**config.mk**
```make
export PLATFORM = sky130hd
export DESIGN_NAME = sys_tick_timer
export DESIGN_NICKNAME = d
export VERILOG_FILES = /design/src/rtl/systick_pkg.sv /design/src/rtl/systick_tick_sel.sv /design/src/rtl/systick_counter.sv /design/src/rtl/systick_regs.sv /design/src/rtl/sys_tick_timer.sv
export SDC_FILE = /design/constraint.sdc
export NUM_CORES = 1
export LEC_CHECK = 0
export BUFFER_PORTS_ARGS = -buffer_cell sky130_fd_sc_hd__buf_2
export CAP_MARGIN = 20
export CORE_ASPECT_RATIO = 0.75
export CORE_MARGIN = 2
export CORE_UTILIZATION = 51
export CTS_BUF_LIST = sky130_fd_sc_hd__clkbuf_8
export DETAILED_ROUTE_END_ITERATION = 16
export PLACE_DENSITY = 0.77
export SLEW_MARGIN = 15
export SYNTH_ARGS = -nofsm -noshare
export SYNTH_HDL_FRONTEND = slang
export SYNTH_SLANG_ARGS = --single-unit
```
**constraint.sdc**
```tcl
create_clock -name clk_i -period 2.08 [get_ports clk_i]
set_input_delay 0.416 -clock clk_i [delete_from_list [all_inputs] [get_ports clk_i]]
set_output_delay 0.416 -clock clk_i [all_outputs]
set_load 0.03 [all_outputs]
```
**src/rtl/systick_pkg.sv**
```systemverilog
package systick_pkg;
  localparam int unsigned REG_AW = 2;
  localparam int unsigned DATA_W = 32;

  typedef enum logic [REG_AW-1:0] {
    SEL_CTRL = 2'd0,
    SEL_LOAD = 2'd1,
    SEL_CUR  = 2'd2,
    SEL_CAL  = 2'd3
  } reg_sel_e;

  localparam int unsigned CTRL_W   = 3;
  localparam int unsigned EN_BIT   = 0;
  localparam int unsigned IE_BIT   = 1;
  localparam int unsigned SRC_BIT  = 2;
  localparam int unsigned FLAG_BIT = 16;
endpackage

```
**src/rtl/systick_tick_sel.sv**
```systemverilog
module systick_tick_sel (
  input  logic en_i,
  input  logic src_i,
  input  logic ref_tick_i,
  output logic count_en_o
);
  // src_i = 1 counts every processor clock, 0 counts reference pulses
  assign count_en_o = en_i & (src_i | ref_tick_i);
endmodule

```
**src/rtl/systick_counter.sv**
```systemverilog
module systick_counter #(
  parameter int unsigned CNT_W = 24
) (
  input  logic             clk_i,
  input  logic             rst_ni,
  input  logic             count_en_i,
  input  logic             clr_i,
  input  logic [CNT_W-1:0] reload_i,
  output logic [CNT_W-1:0] cur_o,
  output logic             zero_evt_o,
  output logic             stop_evt_o
);
  localparam logic [CNT_W-1:0] ONE = CNT_W'(1);

  logic [CNT_W-1:0] cur_q;
  logic             at_zero;
  logic             step;

  assign at_zero    = (cur_q == '0);
  assign step       = count_en_i & ~clr_i;
  assign zero_evt_o = step & (cur_q == ONE);
  assign stop_evt_o = step & at_zero & (reload_i == '0);
  assign cur_o      = cur_q;

  always_ff @(posedge clk_i or negedge rst_ni) begin
    if (!rst_ni)       cur_q <= '0;
    else if (clr_i)    cur_q <= '0;
    else if (step) begin
      if (at_zero)     cur_q <= reload_i;
      else             cur_q <= cur_q - ONE;
    end
  end

  p_load_r3: assert property (@(posedge clk_i) disable iff (!rst_ni)
    (count_en_i && !clr_i && cur_q == '0) |=> cur_q == $past(reload_i));
  p_dec_r3: assert property (@(posedge clk_i) disable iff (!rst_ni)
    (count_en_i && !clr_i && cur_q != '0) |=> cur_q == $past(cur_q) - ONE);
  p_clr_r7: assert property (@(posedge clk_i) disable iff (!rst_ni)
    clr_i |=> cur_q == '0);
  p_hold_r9: assert property (@(posedge clk_i) disable iff (!rst_ni)
    (!count_en_i && !clr_i) |=> $stable(cur_q));
endmodule

```
**src/rtl/systick_regs.sv**
```systemverilog
module systick_regs
  import systick_pkg::*;
#(
  parameter int unsigned  CNT_W     = 24,
  parameter logic [31:0]  CALIB_VAL = 32'h0000_03E8
) (
  input  logic              clk_i,
  input  logic              rst_ni,
  input  logic              req_i,
  input  logic              we_i,
  input  logic [REG_AW-1:0] addr_i,
  input  logic [DATA_W-1:0] wdata_i,
  output logic [DATA_W-1:0] rdata_o,
  input  logic [CNT_W-1:0]  cur_i,
  input  logic              zero_evt_i,
  input  logic              stop_evt_i,
  output logic              en_o,
  output logic              src_o,
  output logic [CNT_W-1:0]  reload_o,
  output logic              clr_o,
  output logic              tick_req_o
);
  localparam int unsigned PAD_W = DATA_W - CNT_W;

  logic [CTRL_W-1:0] ctrl_q;
  logic [CNT_W-1:0]  reload_q;
  logic              flag_q;
  logic              tick_q;
  logic              wr_ctrl, rd_ctrl, wr_load, wr_cur, src_chg;
  reg_sel_e          sel;
  logic              unused_wdata;

  assign sel          = reg_sel_e'(addr_i);
  assign wr_ctrl      = req_i &  we_i & (sel == SEL_CTRL);
  assign rd_ctrl      = req_i & ~we_i & (sel == SEL_CTRL);
  assign wr_load      = req_i &  we_i & (sel == SEL_LOAD);
  assign wr_cur       = req_i &  we_i & (sel == SEL_CUR);
  assign src_chg      = wr_ctrl & (wdata_i[SRC_BIT] != ctrl_q[SRC_BIT]);
  assign unused_wdata = ^wdata_i[DATA_W-1:CNT_W];

  assign clr_o      = wr_cur | src_chg;
  assign en_o       = ctrl_q[EN_BIT];
  assign src_o      = ctrl_q[SRC_BIT];
  assign reload_o   = reload_q;
  assign tick_req_o = tick_q;

  always_ff @(posedge clk_i or negedge rst_ni) begin
    if (!rst_ni) begin
      ctrl_q <= '0;
    end else if (wr_ctrl) begin
      ctrl_q <= wdata_i[CTRL_W-1:0];
    end else if (stop_evt_i) begin
      ctrl_q[EN_BIT] <= 1'b0;
    end
  end

  always_ff @(posedge clk_i or negedge rst_ni) begin
    if (!rst_ni)      reload_q <= '0;
    else if (wr_load) reload_q <= wdata_i[CNT_W-1:0];
  end

  // set beats read-clear so an expiry is never lost
  always_ff @(posedge clk_i or negedge rst_ni) begin
    if (!rst_ni)         flag_q <= 1'b0;
    else if (wr_cur)     flag_q <= 1'b0;
    else if (zero_evt_i) flag_q <= 1'b1;
    else if (rd_ctrl)    flag_q <= 1'b0;
  end

  always_ff @(posedge clk_i or negedge rst_ni) begin
    if (!rst_ni) tick_q <= 1'b0;
    else         tick_q <= zero_evt_i & ctrl_q[IE_BIT];
  end

  always_comb begin
    rdata_o = '0;
    unique case (sel)
      SEL_CTRL: begin
        rdata_o[CTRL_W-1:0] = ctrl_q;
        rdata_o[FLAG_BIT]   = flag_q;
      end
      SEL_LOAD: rdata_o = {{PAD_W{1'b0}}, reload_q};
      SEL_CUR:  rdata_o = ctrl_q[EN_BIT] ? {{PAD_W{1'b0}}, cur_i} : '0;
      SEL_CAL:  rdata_o = CALIB_VAL;
      default:  rdata_o = '0;
    endcase
  end

  p_tick_single_r5: assert property (@(posedge clk_i) disable iff (!rst_ni)
    tick_q |=> !tick_q);
  p_tick_flag_r5: assert property (@(posedge clk_i) disable iff (!rst_ni)
    tick_q |-> flag_q);
  p_rdclr_r6: assert property (@(posedge clk_i) disable iff (!rst_ni)
    (rd_ctrl && !zero_evt_i && !wr_cur) |=> !flag_q);
  p_set_wins_r6: assert property (@(posedge clk_i) disable iff (!rst_ni)
    (zero_evt_i && !wr_cur) |=> flag_q);
  p_stop_r8: assert property (@(posedge clk_i) disable iff (!rst_ni)
    (stop_evt_i && !wr_ctrl) |=> !ctrl_q[EN_BIT]);
  p_wr_ctrl_r2: assert property (@(posedge clk_i) disable iff (!rst_ni)
    wr_ctrl |=> ctrl_q == $past(wdata_i[CTRL_W-1:0]));
endmodule

```
**src/rtl/sys_tick_timer.sv**
```systemverilog
module sys_tick_timer
  import systick_pkg::*;
#(
  parameter int unsigned CNT_W     = 24,
  parameter logic [31:0] CALIB_VAL = 32'h0000_03E8
) (
  input  logic        clk_i,
  input  logic        rst_ni,
  input  logic        ref_tick_i,
  input  logic        reg_req_i,
  input  logic        reg_we_i,
  input  logic [1:0]  reg_addr_i,
  input  logic [31:0] reg_wdata_i,
  output logic [31:0] reg_rdata_o,
  output logic        tick_req_o
);
  logic             en, src, count_en, clr, zero_evt, stop_evt;
  logic [CNT_W-1:0] reload, cur;

  systick_regs #(.CNT_W(CNT_W), .CALIB_VAL(CALIB_VAL)) u_regs (
    .clk_i      (clk_i),
    .rst_ni     (rst_ni),
    .req_i      (reg_req_i),
    .we_i       (reg_we_i),
    .addr_i     (reg_addr_i),
    .wdata_i    (reg_wdata_i),
    .rdata_o    (reg_rdata_o),
    .cur_i      (cur),
    .zero_evt_i (zero_evt),
    .stop_evt_i (stop_evt),
    .en_o       (en),
    .src_o      (src),
    .reload_o   (reload),
    .clr_o      (clr),
    .tick_req_o (tick_req_o)
  );

  systick_tick_sel u_sel (
    .en_i       (en),
    .src_i      (src),
    .ref_tick_i (ref_tick_i),
    .count_en_o (count_en)
  );

  systick_counter #(.CNT_W(CNT_W)) u_cnt (
    .clk_i      (clk_i),
    .rst_ni     (rst_ni),
    .count_en_i (count_en),
    .clr_i      (clr),
    .reload_i   (reload),
    .cur_o      (cur),
    .zero_evt_o (zero_evt),
    .stop_evt_o (stop_evt)
  );

  p_ref_gate_r4: assert property (@(posedge clk_i) disable iff (!rst_ni)
    (en && !src && !ref_tick_i && !clr) |=> $stable(cur));
endmodule

```
==> results.md, run 1 <==
* Status: finished with violations
* Failing checks: negative setup slack
* Final Cycle Share at 1.036
* Register bit total from synthesis at 53
* H-tree depth at 2
* Worst EP required at 2.28 ns
* Warnings from Yosys at 0
* Met1 WL at 4.811 mm
* First-pass DRT Iterations at 5
* Crit-path max FO at 8
* Gate power share at 0.529
* Area grow syn2layout at 35.06%
* Core area at approximately 6400 um^2
* CTS Root Cell: clkbuf_8
* # rows at 25
* Starting Density at 0.5347
* CP dominant cell by count: buf_4
* Clock power share at 0.137
* Worst-path clk slew at 0.11 ns
* Synth Instances at around 370
* Routed via count at 3,655
* Worst-Margin Slew at around 0.60 ns
* Cell leakage power at 0.002144 uW
* Endpoints failing setup at 13
* Final WL at between 10 and 15 mm
* CTS max path bufs at 2
* P per Cell Area at 1055 nW/um^2
* Syn avg cell area at 9.172 um^2
* WL met3 at 1.348 mm
* Hold Crit Class: in2async
* Fmax at about 0.46 GHz
* Rel. slew slack at 0.5993
* Unrepaired setup endpoints after global routing: yes
* Number of global-route vias before repair at between 3,000 and 4,000
* WL/cell at 20.39 um
* CTS Hold Bufs at 0
* Post-route worst setup slack at -0.07570 ns
* Largest net degree at the start of global routing at 54
* Die area at roughly 7400 um^2
* P_sw at 2097 uW
* Top_reg_cell synth: dfrtp_1
* Sequential fraction of the synthesis area at 0.3887
* CTS Sinks at 53
* Distinct cells, synth at 54
* Largest delay share family, worst path: simple AND/OR/NAND/NOR gates
* Num CTS Buffers at 5
* Max-cap violation count at 0
* Global route overflow at 0
* Post-route minimum period at around 2.2 ns
* Max incr delay on CP at 0.57 ns
* Die width at 98.45 um
* Arr. time, crit path at roughly 2.4 ns
* Via density at about 6.5
* Max Clock Skew at 0.01343 ns
* DRC at 0
* Setup_tns at -0.4309 ns
* Nets at 531
* IO buf count at 55
* Post-DP HPWL at just over 8 mm
* Cells along the critical path: nor4_2 > buf_4 > nand2_2 > or4_4 > buf_4 > o31ai_2 > a21oi_1
* Latest clock arrival within the worst-skew pair at 0.32 ns
* I/O pins at slightly above 70
* Slowest cell on the critical path: or4_4
* Met2 wire len at 5.033 mm
* GRT Total Usage at 0.3021
* Fraction of final layout cells sized beyond drive strength 1 at 0.4598
* Fin. max-slew vios at 0
* Pre-CTS WS at -0.1092 ns
* Post-Syn Area at 3412 um^2
* Number of diodes at 0
* Setup crit start kind: flip-flop
* Placer Congestion at between 0.9 and 1
* Iteration-0 DRC count of the detailed router at ~410
* Bufs and invs on worst path at 2
* Final antenna-violating net count at 0
* Hold Violations, Final at 0
* Post-synth EDFFs at 0
* Int Pwr at 2765 uW
* Sequential share of power at 0.334
* Top sig layer: met4
* Ys async rst share at 1.000
* Global-route wire length before repair at 17.17 mm
* CTS tree: done
* Initial antenna violation count at 0
* Chip height at ~75 um
* Critical path type: reg2reg
* Crit end category: flip-flop
* Maximum VDD drop at 0.6385 mV
* Sw Ratio at 0.4313
==> state kept, by name (all words and copies together), names as in the netlist <==
signal	flops
u_regs.reload_o	24
u_cnt.cur_o	24
u_regs.flag_q	1
u_regs.ctrl_q	3
u_regs.tick_req_o	1
==> power groups by stage <==
| stage | Clock, uW | Combinational (uW) | Sequential, uW |
|---|---|---|---|
| after CTS | 655 | 2380 | 1600 |
| final | 664 | 2570 | 1630 |
| after floorplan | 0 | 1260 | 1550 |
| after detailed placement | 0 | 2310 | 1610 |
| after global routing | 709 | 2750 | 1650 |
| after global placement | 0 | 2250 | 1590 |
==> cells by family (layout without fill, tap and decap cells) <==
group	after synthesis	in the layout	synth area share
compound gates	95	95	0.1918
xor+xnor	1	1	0.002567
fa+ha+maj	8	8	0.02934
buf+inv	44	150	0.06270
flops	53	53	0.3887
mux	39	39	0.1250
other cells	1	8	0.001099
simple gates	131	131	0.1988
==> layout make-up <==
class,count,area (um^2)
multi-input cells,282,2093
fillers,487,1773
flip-flops and latches,53,1326
repair buffers,130,942.2
well taps,81,101.3
clock buffers,6,82.58
inverters,12,45.04
clock inverters,2,17.52
==> worst register-to-register path: stages, from the launching register on <==
cell and delay (ns):
dfrtp_1 0.41, nor4_2 0.32, buf_4 0.17, nand2_2 0.06, or4_4 0.57, buf_4 0.21
o31ai_2 0.22, a21oi_1 0.07
==> Yosys cell counts, types with 9 or more instances <==
library cell	n	share of area
dfrtp_1	53	0.39
nor2_1	38	0.042
mux2_2	28	0.092
nand2_1	26	0.029
o21ai_0	25	0.037
clkbuf_1	19	0.021
a22oi_1	16	0.035
a21oi_1	15	0.022
nor3_1	13	0.019
inv_1	12	0.013
nor4_1	12	0.022
mux2i_1	10	0.029
a221oi_1	9	0.023
==> routing by layer <==
layer	vias up	GRT usage
li1	1598	-
met5	-	0
met1	1759	0.4414
met3	39	0.06685
met2	259	0.4611
met4	0	0.08067
==> through the flow <==
step                  util  total power, uW  instance area [um^2]  std cells  hold WS (ns)
detailed placement  0.6706             3917                  4279        551        0.4297
global route        0.7222             5110                  4608        566       0.09127
finish              0.7222             4862                  4608        566       0.05677
floorplan                -             2810                  3501        379        0.1204
CTS                 0.6973             4637                  4449        561       0.08291
global placement    0.6706             3845                  4279        551        0.4302
==> placed cells by master (no fill, tap or decap), drive strengths merged, types with 3 or more instances in the layout <==
cell / count
dfrtp: 53
nor2: 39
o41ai: 3
buf: 127
o22ai: 8
clkbuf: 9
a21oi: 15
conb: 8
nand3: 7
ha: 8
or3: 4
inv: 13
a211oi: 4
a221oi: 10
mux2i: 10
or4: 4
a32o: 4
a22oi: 16
nor3: 13
o21ai: 27
nand2: 27
nor2b: 8
nor4: 14
nand4: 7
mux2: 29
==> final timing paths <==
check,start,to,slack (ns),cells past startpoint
max,u_cnt.cur_o[16],u_cnt.cur_o[17],-0.08,7
min in group clk_i,reg_wdata_i[12],u_regs.reload_o[12],0.32,2
max in group asynchronous,rst_ni,u_cnt.cur_o[18],1.75,2
min reg2reg,u_regs.ctrl_q[1],u_regs.ctrl_q[1],0.51,1
max reg2reg,u_cnt.cur_o[16],u_cnt.cur_o[17],-0.08,7
min,rst_ni,u_cnt.cur_o[5],0.06,2
==> repair_timing <==
action	CTS	global route
pin swaps	0	4
cloned	0	2
buffers inserted	2	3
gates resized for setup	12	19
setup endpoints to repair	23	31
(Power assumes the default switching activity.)
==> run 2, diff against run 1 <==
--- a/config.mk
+++ b/config.mk
@@ -9,11 +9,12 @@
 export CAP_MARGIN = 20
 export CORE_ASPECT_RATIO = 0.75
 export CORE_MARGIN = 2
-export CORE_UTILIZATION = 51
+export CORE_UTILIZATION = 52
 export CTS_BUF_LIST = sky130_fd_sc_hd__clkbuf_8
 export DETAILED_ROUTE_END_ITERATION = 16
-export PLACE_DENSITY = 0.77
+export PLACE_DENSITY = 0.78
 export SLEW_MARGIN = 15
 export SYNTH_ARGS = -nofsm -noshare
 export SYNTH_HDL_FRONTEND = slang
+export SYNTH_HIERARCHICAL = 1
 export SYNTH_SLANG_ARGS = --single-unit
==> run 2 against run 1 <==
- synthesized area is 5.6% higher
- setup slack worse by 0.19 ns
- the flow still finishes with violations (negative setup slack)
- clock power is 8.6% lower
- largest power group unchanged
- highest routed layer unchanged
- first-iteration DRC count is 40% lower
- die area is 3.4% higher
==> results.md, run 2 <==
* Post-route minimum period at 2.348 ns
* Die area at 7618 um^2
* Ys async rst share at 1.000
* Fmax at 0.4259 GHz
* Cells on worst reg2reg path at 7
* Number of global-route vias before repair at 3,526
* Endpoints failing setup at 26
* Final Cycle Share at 1.129
* Top_reg_cell synth: dfrtp_1
* Failing checks: negative setup slack
* Warnings from Yosys at 6
* Area of the multi-input gates at 2222 um^2
* Int Pwr at 3049 uW
* CTS max path bufs at 2
* Commonest non-fill, non-tap cell in the layout: buf_4
* Slowest cell on the critical path: or4_4
* Post-route worst setup slack at -0.2680 ns
* Status: finished with violations
* Yosys top cell area share at 0.3681
* Commonest non-fill, non-tap cells in the layout: buf_4 (66), buf_2 (54), dfrtp_1 (53)
* Final WL at 11.75 mm
* Global route overflow at 0
* Crit-path max FO at 8
* Clock power share at 0.112
* Setup crit start kind: flip-flop
* Hold Crit Class: in2async
* CTS Root Cell: clkbuf_8
* Worst-path clk slew at approximately 0.10 ns
* CTS Sinks at 53
* Post-DP HPWL at roughly 7.7 mm
* Starting Density at 0.5325
* Cell leakage power at 0.002267 uW
* Post-synth EDFFs at 0
* Largest delay share family, worst path: simple AND/OR/NAND/NOR gates
* Syn avg cell area at 9.846 um^2
* WL met3 at 1.045 mm
* Via density at 6.456
* First-pass DRT Iterations at 5
* Max incr delay on CP at 0.61 ns
* Number of diodes at 0
* Distinct cells, synth at 62
* Critical path type: reg2reg
* Die width at 100.1 um
* CTS tree: done
* Worst-Margin Slew at 0.5117 ns
* Global-route wire length before repair at between 15 and 20 mm
* R2r endpoint: u_cnt/cur_o[2]
* H-tree depth at 2
* IO buf count at 55
* WL/cell at 20.69 um
* Max Clock Skew at 0.004960 ns
* Critical Path Start: u_cnt/cur_o[11]
* Maximum VDD drop at ~0.50 mV
* Hold Violations, Final at 0
* Num CTS Buffers at 5
* Fraction of final layout cells sized beyond drive strength 1 at 0.4545
* Synth Instances at 366
* Worst EP required at 2.28 ns
* Top sig layer: met4
* Count leader, synth: dfrtp_1
* R2r startpoint: u_cnt/cur_o[11]
* Worst hold margin at 0.08783 ns
* Nets at 531
* Unrepaired setup endpoints after global routing: yes
* Cells along the critical path: or4_4 > buf_6 > nor4_4 > nand2_2 > buf_6 > mux2_4 > a32o_1
* Latest clock arrival within the worst-skew pair at 0.31 ns
* Placer Congestion at between 0.9 and 1
* Arr. time, crit path at ~2.6 ns
* P_sw at 2362 uW
* Fin. max-slew vios at 0
* Final antenna-violating net count at 0
* Bufs and invs on worst path at 2
* CTS Hold Bufs at 0
* Register area at 1326 um^2
* Rel. slew slack at 0.6544
* Fillers at 495
* DRC at 0
* Initial antenna violation count at 0
* Routed via count at 3,667
* Placed inst area at 4429 um^2
* Synth top area cells: dfrtp_1 (37%), mux2_4 (8.3%), a21oi_1 (3.9%), a32oi_1 (3.6%), ha_1 (2.8%)
* Synth area leader: dfrtp_1
* Design area at just under 5000 um^2
* Sequential fraction of the synthesis area at 0.3681
* Gate power share at 0.583
* Most frequent cells after synthesis: dfrtp_1 (53), a21oi_1 (28), nor2_1 (23)
* Max-cap violation count at 0
* Post-Route Utilization at 0.7128
* CP dominant cell by count: buf_6
* Reg2reg setup slack at -0.27 ns
* I/O pins at 72
* GRT Total Usage at 0.3000
* Met2 wire len at 5.511 mm
* P per Cell Area at 1122 nW/um^2
* Sw Ratio at 0.4365
* Sequential share of power at 0.305
* Iteration-0 DRC count of the detailed router at 248
* Met1 WL at about 4.9 mm
* Register bit total from synthesis at 53
* Crit end category: flip-flop
* Largest net degree at the start of global routing at 54
* Pre-CTS WS at -0.2696 ns
* # rows at 26
* Core area at roughly 6800 um^2
* Area grow syn2layout at 33.85%
* Chip height at 76.09 um
* Post-Syn Area at 3603 um^2
## run 2: through the flow
step / cells / power [uW] / TNS, ns
floorplan: 373 / 3205 / -2.821
global placement: 551 / 4142 / -4.214
detailed placement: 551 / 4235 / -5.261
CTS: 566 / 5106 / -4.479
global route: 568 / 5678 / -6.612
finish: 568 / 5411 / -5.153
## run 2: layout make-up
cell class,instances,share of cell area
tap,84,0.02179
multi-input combinational,267,0.4607
inverter,18,0.01427
clock buffer,6,0.01712
timing repair buffer,139,0.2104
sequential,53,0.2750
clock inverter,1,0.0007782
## run 2: how the worst max path moves through the flow
stage / cells past startpoint / slack [ns] / end
global placement: 5 / -0.21 / u_cnt/cur_o[15]
floorplan: 9 / -0.21 / u_regs/ctrl_q[0]
global route: 8 / -0.35 / u_regs/ctrl_q[0]
finish: 7 / -0.27 / u_cnt/cur_o[2]
CTS: 8 / -0.24 / u_cnt/cur_o[6]
detailed placement: 6 / -0.27 / u_cnt/cur_o[20]
## run 2: cell families (layout without fill, tap and decap cells)
logic type,count (synthesis),after routing,synth area share
compound gates,99,99,0.1938
xor+xnor,1,1,0.002431
fa+ha+maj,8,8,0.02778
buf+inv,53,164,0.07985
flops,53,53,0.3681
mux,37,37,0.1351
other cells,1,8,0.001041
simple gates,114,114,0.1920
## run 2: worst reg2reg max path: stages, from the launching register on
cell	delay [ns]
dfrtp_1	0.40
or4_4	0.61
buf_6	0.16
nor4_4	0.29
nand2_2	0.12
buf_6	0.16
mux2_4	0.31
a32o_1	0.21
## run 2: layer usage
metal / GRT usage / vias up
li1: - / 1620
met2: 0.4557 / 236
met4: 0.09589 / 0
met3: 0.05872 / 31
met1: 0.4312 / 1780
met5: 0 / -
## run 2: what timing repair did
| action | in CTS | in global routing |
|---|---|---|
| buffers inserted | 8 | 3 |
| gates resized for setup | 29 | 25 |
| pin swaps | 16 | 14 |
| setup endpoints to repair | 40 | 30 |
## run 2: power groups by stage
stage / logic [uW] / clock network [uW] / registers, uW
6_report: 3160 / 607 / 1650
5_1_grt: 3320 / 663 / 1690
4_1_cts: 2860 / 622 / 1620
3_5_place_dp: 2600 / 0 / 1630
3_3_place_gp: 2520 / 0 / 1620
2_1_floorplan: 1600 / 0 / 1610
